**config.mk**
```make
export PLATFORM = sky130hd
export DESIGN_NAME = can_bus_gate
export DESIGN_NICKNAME = d
export VERILOG_FILES = /design/src/rtl/can_gate_pkg.sv /design/src/rtl/cg_drv_decode.sv /design/src/rtl/cg_idle_counter.sv /design/src/rtl/cg_gate_fsm.sv /design/src/rtl/can_bus_gate.sv
export SDC_FILE = /design/constraint.sdc
export NUM_CORES = 1
export LEC_CHECK = 0
export ABC_AREA = 1
export BUFFER_PORTS_ARGS = -buffer_cell sky130_fd_sc_hd__buf_2
export CORE_AREA = 2 2 39 41
export CTS_CLUSTER_DIAMETER = 60
export DETAILED_ROUTE_END_ITERATION = 8
export DIE_AREA = 0 0 41 43
export GPL_TIMING_DRIVEN = 0
export SETUP_SLACK_MARGIN = 0.5
export SLEW_MARGIN = 0
export SYNTH_ARGS = -nofsm -noshare
export SYNTH_HDL_FRONTEND = slang
export SYNTH_SLANG_ARGS = --single-unit
```
**constraint.sdc**
```tcl
create_clock -name clk -period 1.3 [get_ports clk]
set_input_delay 0.325 -clock clk [delete_from_list [all_inputs] [get_ports clk]]
set_output_delay 0.325 -clock clk [all_outputs]
set_load 0.01 [all_outputs]
```
**src/rtl/can_gate_pkg.sv**
```systemverilog
package can_gate_pkg;
    typedef enum logic [1:0] {
        ST_OFF   = 2'd0,
        ST_WAIT  = 2'd1,
        ST_READY = 2'd2
    } gate_state_t;

    localparam int unsigned DEF_IDLE_BITS = 11;
endpackage

```
**src/rtl/cg_drv_decode.sv**
```systemverilog
module cg_drv_decode #(
    parameter int unsigned N_DRV = 2
) (
    input  logic [N_DRV-1:0] drv_en,
    output logic [N_DRV-1:0] drv_oe,
    output logic             cmp_en,
    output logic             any_en
);
    genvar g;
    generate
        for (g = 0; g < N_DRV; g++) begin : g_drv
            assign drv_oe[g] = drv_en[g];
        end
    endgenerate

    always_comb begin
        any_en = |drv_en;
        cmp_en = any_en;
    end
endmodule

```
**src/rtl/cg_idle_counter.sv**
```systemverilog
module cg_idle_counter #(
    parameter int unsigned IDLE_BITS = 11
) (
    input  logic clk,
    input  logic rst_n,
    input  logic clear,
    input  logic stb,
    input  logic rec,
    output logic run_done
);
    localparam int unsigned CW = $clog2(IDLE_BITS + 1);
    localparam logic [CW-1:0] LAST = CW'(IDLE_BITS - 1);

    logic [CW-1:0] cnt;

    always_ff @(posedge clk or negedge rst_n) begin
        if (!rst_n) begin
            cnt <= '0;
        end else if (clear) begin
            cnt <= '0;
        end else if (stb) begin
            if (!rec)
                cnt <= '0;
            else if (cnt != LAST)
                cnt <= cnt + 1'b1;
        end
    end

    always_comb run_done = !clear && stb && rec && (cnt == LAST);


    dominant_restart_chk: assert property (@(posedge clk) disable iff (!rst_n)
        (!clear && stb && !rec) |=> (cnt == '0));


    no_strobe_hold_chk: assert property (@(posedge clk) disable iff (!rst_n)
        (!clear && !stb) |=> $stable(cnt));
endmodule

```
**src/rtl/cg_gate_fsm.sv**
```systemverilog
module cg_gate_fsm
    import can_gate_pkg::*;
(
    input  logic clk,
    input  logic rst_n,
    input  logic any_en,
    input  logic run_done,
    input  logic stb,
    input  logic rec,
    output logic cnt_clear,
    output logic bus_ready
);
    gate_state_t state, state_nx;

    always_comb begin
        state_nx = state;
        unique case (state)
            ST_OFF:   if (any_en) state_nx = ST_WAIT;
            ST_WAIT:  begin
                if (!any_en)       state_nx = ST_OFF;
                else if (run_done) state_nx = ST_READY;
            end
            ST_READY: if (!any_en) state_nx = ST_OFF;
            default:  state_nx = ST_OFF;
        endcase
    end

    always_ff @(posedge clk or negedge rst_n) begin
        if (!rst_n) state <= ST_OFF;
        else        state <= state_nx;
    end

    always_comb begin
        cnt_clear = (state != ST_WAIT);
        bus_ready = (state == ST_READY) && any_en;
    end


    ready_rise_chk: assert property (@(posedge clk) disable iff (!rst_n)
        $rose(bus_ready) |-> $past(stb && rec && state == ST_WAIT));


    ready_hold_chk: assert property (@(posedge clk) disable iff (!rst_n)
        (state == ST_READY && any_en) |=> (state == ST_READY));


    disable_off_chk: assert property (@(posedge clk) disable iff (!rst_n)
        !any_en |=> (state == ST_OFF));


    enable_wait_chk: assert property (@(posedge clk) disable iff (!rst_n)
        (state == ST_OFF && any_en) |=> (state == ST_WAIT && !bus_ready));
endmodule

```
**src/rtl/can_bus_gate.sv**
```systemverilog
module can_bus_gate #(
    parameter int unsigned IDLE_BITS = can_gate_pkg::DEF_IDLE_BITS
) (
    input  logic       clk,
    input  logic       rst_n,
    input  logic [1:0] drv_en,
    input  logic       smp_stb,
    input  logic       smp_bit,
    output logic       tx0_oe,
    output logic       tx1_oe,
    output logic       rx_cmp_en,
    output logic       bus_ready
);
    logic [1:0] oe_w;
    logic       any_en;
    logic       cnt_clear;
    logic       run_done;

    cg_drv_decode #(.N_DRV(2)) u_dec (
        .drv_en (drv_en),
        .drv_oe (oe_w),
        .cmp_en (rx_cmp_en),
        .any_en (any_en)
    );

    cg_idle_counter #(.IDLE_BITS(IDLE_BITS)) u_cnt (
        .clk      (clk),
        .rst_n    (rst_n),
        .clear    (cnt_clear),
        .stb      (smp_stb),
        .rec      (smp_bit),
        .run_done (run_done)
    );

    cg_gate_fsm u_fsm (
        .clk       (clk),
        .rst_n     (rst_n),
        .any_en    (any_en),
        .run_done  (run_done),
        .stb       (smp_stb),
        .rec       (smp_bit),
        .cnt_clear (cnt_clear),
        .bus_ready (bus_ready)
    );

    assign tx0_oe = oe_w[0];
    assign tx1_oe = oe_w[1];


    off_quiet_chk: assert property (@(posedge clk) disable iff (!rst_n)
        (drv_en == 2'b00) |-> !bus_ready);
endmodule

```
==> metrics.md <==
| Metric | Value |
|---|---|
| Status | completed |
| Crit end category | flop |
| Arr. time, crit path | 1410 ps |
| Share of layout cells above drive strength 1 | about 64% |
| # setup viols final | 0 |
| Inserted Diodes | 0 |
| Post-DR vias/cell | around 4.4 |
| Die X | slightly above 40 µm |
| Synth-to-layout area growth | 84.3% |
| Clk root buf | clkbuf_4 |
| HP Start | smp_stb |
| GR Overflow Total | 0 |
| Worst r2r src | u_fsm.state[0] |
| CTS Buffer Depth | 2 |
| Power per Cell Area | 662 nW/µm² |
| Ys flop type | dfrtp_1 |
| Most used cell, CP | buf_4 |
| Detail Placement HPWL | between 600 and 700 µm |
| Clock Latency Late Sink | 230 ps |
| Crit-path max FO | 2 |
| Gr usage total | 12.6% |
| Synth warn | 0 |
| Most frequent cell after synthesis | nand3_1 |
| Pleak | 0.406 nW |
| Post-Syn Nets | 62 |
| Place WS | around 48 ps |
| Hold Violations, Final | 0 |
| Req. time, crit path | ~1500 ps |
| Mapped Avg Cell Area | 7.81 µm² |
| Min Hold Slack | 404 ps |
| Async SR Flop Fraction | between 90% and 100% |
| DR vias | 439 |
| Switching portion of total power | 25.3% |
| Cell area after synthesis | 422 µm² |
| Port bufs | 9 |
| Die Area | roughly 1800 µm² |
| Max_cap viols | 0 |
| Clk_skew | 1.54 ps |
| H-tree lvl count | 1 |
| Iter 0 DRT Violations | 1 |
| Starting Density | 30.5% |
| Hold Path Cell Cnt | 3 |
| Cell Area, Placed | 494 µm² |
| CTS clk-pin slew, worst paths | 40 ps |
| HP Class | in2reg |
| Cell count of the worst reg-to-reg path | 8 |
| RR Endpoint | u_fsm.state[1] |
| Clock share of power | 31.1% |
| WL per Instance | 10.5 µm |
| Critical Path Max Stage Delay | 390 ps |
| Worst-margin pin slew | 349 ps |
| Yosys top cell by area | dfrtp_1 |
| Largest net degree at the start of global routing | 7 |
| Cell Int Power | 0.384 mW |
| Flip-flop and latch count after synthesis | 6 |
| DRT antenna net count | 0 |
| Share of the yosys chip area belonging to registers | between 30% and 40% |
| Vias in the first global route | between 300 and 400 |
| DRC | 0 |
| Cells after synthesis | 54 |
| RSZ-0062 raised after global routing | true |
| CTS buffer count | 3 |
| Setup ws final | slightly below 50 ps |
| WS Path Type | reg2reg |
| Worst rel slew slack | 76.6% |
| Slowest CP cell | dfrtp_1 |
| Max-slew violation count | 0 |
| Max Fclk | 799 MHz |
| Top-area cell type share of the netlist area | around 36% |
| NumNets Final | 94 |
| Gate power share | between 20 and 30% |
| Setup TNS | 0 ps |
| CP Launch Point | u_fsm.state[0] |
| Synth cell types | 16 |
| Most frequent cells after synthesis | nand3_1, inv_1, nand2_1 |
| Core Area | 1380 µm² |
| Period utilization | between 90% and 100% |
| I/O Pins | 10 |
| NetSw | 0.130 mW |
| Die Y | 43 µm |
| Hold Path End | u_fsm.state[1] |
| Initial antenna violation count | 0 |
| Fin area | 777 µm² |
| Final wirelength | 1.05 mm |
| Peak supply drop | 0.348 mV |
| Sequential power share | 40.0% |
| Rows | 14 |
| R2R setup slack | just under 50 ps |
| Number of synthesized flops with an enable pin | 0 |
| Global-route wire length before repair | 1.49 mm |
| Startpoint types | flop |
| Placer Congestion | 0.678 |
| CTS Sinks | 6 |
| Critical path cell sequence | inv_2 -> nand3_2 -> buf_4 -> buf_4 -> buf_4 -> buf_4 -> buf_4 -> o21ai_2 |
| Top cells by area, synth | dfrtp_1, nand3_1, inv_1 |
| Minimum clock period | 1250 ps |
| Number of detailed-route iterations in the first pass | 2 |
| CTS tree | done |
[worst max-delay path by stage]
stage / endpoint
global route: u_fsm.state[1]
finish: u_fsm.state[1]
CTS: bus_ready
detailed placement: bus_ready
floorplan: u_fsm.state[0]
global placement: bus_ready
[cells in the final DEF (no fill, tap or decap), drive strengths merged, types with 2 or more instances in the layout]
| master | n |
|---|---|
| buf | 28 |
| clkbuf | 3 |
| dfrtp | 6 |
| ha | 2 |
| inv | 11 |
| nand2 | 12 |
| nand3 | 12 |
| nor2 | 4 |
| o21ai | 2 |
[stage by stage]
stage / instances / power [mW] / utilization, %
after floorplan: 54 / 0.248 / -
after global placement: 79 / 0.272 / 35.7
after detailed placement: 79 / 0.274 / 35.7
after CTS: 97 / 0.516 / 53.8
after global routing: 100 / 0.541 / 56.1
final: 100 / 0.515 / 56.1
[critical path, delay by kind of cell, from the launching register on]
family          cells  cell delay [ps]
buf+inv             6              690
compound gates      1               40
flops               1              390
simple gates        1               60
[layer usage]
| layer | routed length [µm] | global-route usage [%] | vias to the layer above |
|---|---|---|---|
| li1 | - | - | 229 |
| met1 | 444 | 16.7 | 205 |
| met2 | 582 | 18.4 | 3 |
| met3 | 17 | 1.57 | 2 |
| met4 | 6 | 8.00 | 0 |
| met5 | 0 | 0 | - |
[what timing repair did]
action	in CTS	in global routing
endpoints found under the hold margin	6	0
hold buffers	1	0
endpoints found under the setup margin	10	10
pin swaps	11	4
resized for setup	24	3
setup buffers	14	3
[power by group through the flow]
stage | sequential [mW] | combinational (mW) | clock (mW)
6_report | 0.206 | 0.149 | 0.160
5_1_grt | 0.207 | 0.161 | 0.173
2_1_floorplan | 0.204 | 0.0442 | 0
3_5_place_dp | 0.206 | 0.0673 | 0
4_1_cts | 0.205 | 0.139 | 0.172
3_3_place_gp | 0.206 | 0.0661 | 0
[kinds of logic after synthesis]
group                      Yosys count  share of synthesized area, %
AOI/OAI and AO/OA                    2                          4.16
and+or+nand+nor                     31                          41.0
DFF                                  6                          35.6
buffers and inverters               13                          13.4
adders and majority gates            2                          5.93
[area by class of cell]
type,instances,area [µm²]
clock buffers,3,22.5
inverters,11,41.3
flip-flops and latches,6,151
repair buffers,27,229
plain buffers,2,22.5
well taps,16,20.0
fillers,122,607
multi-input cells,35,290
[sequential cells by signal (all words and copies together), names as in the netlist]
name,cells
u_cnt.cnt,4
u_fsm.state,2
(Power assumes the default switching activity.)
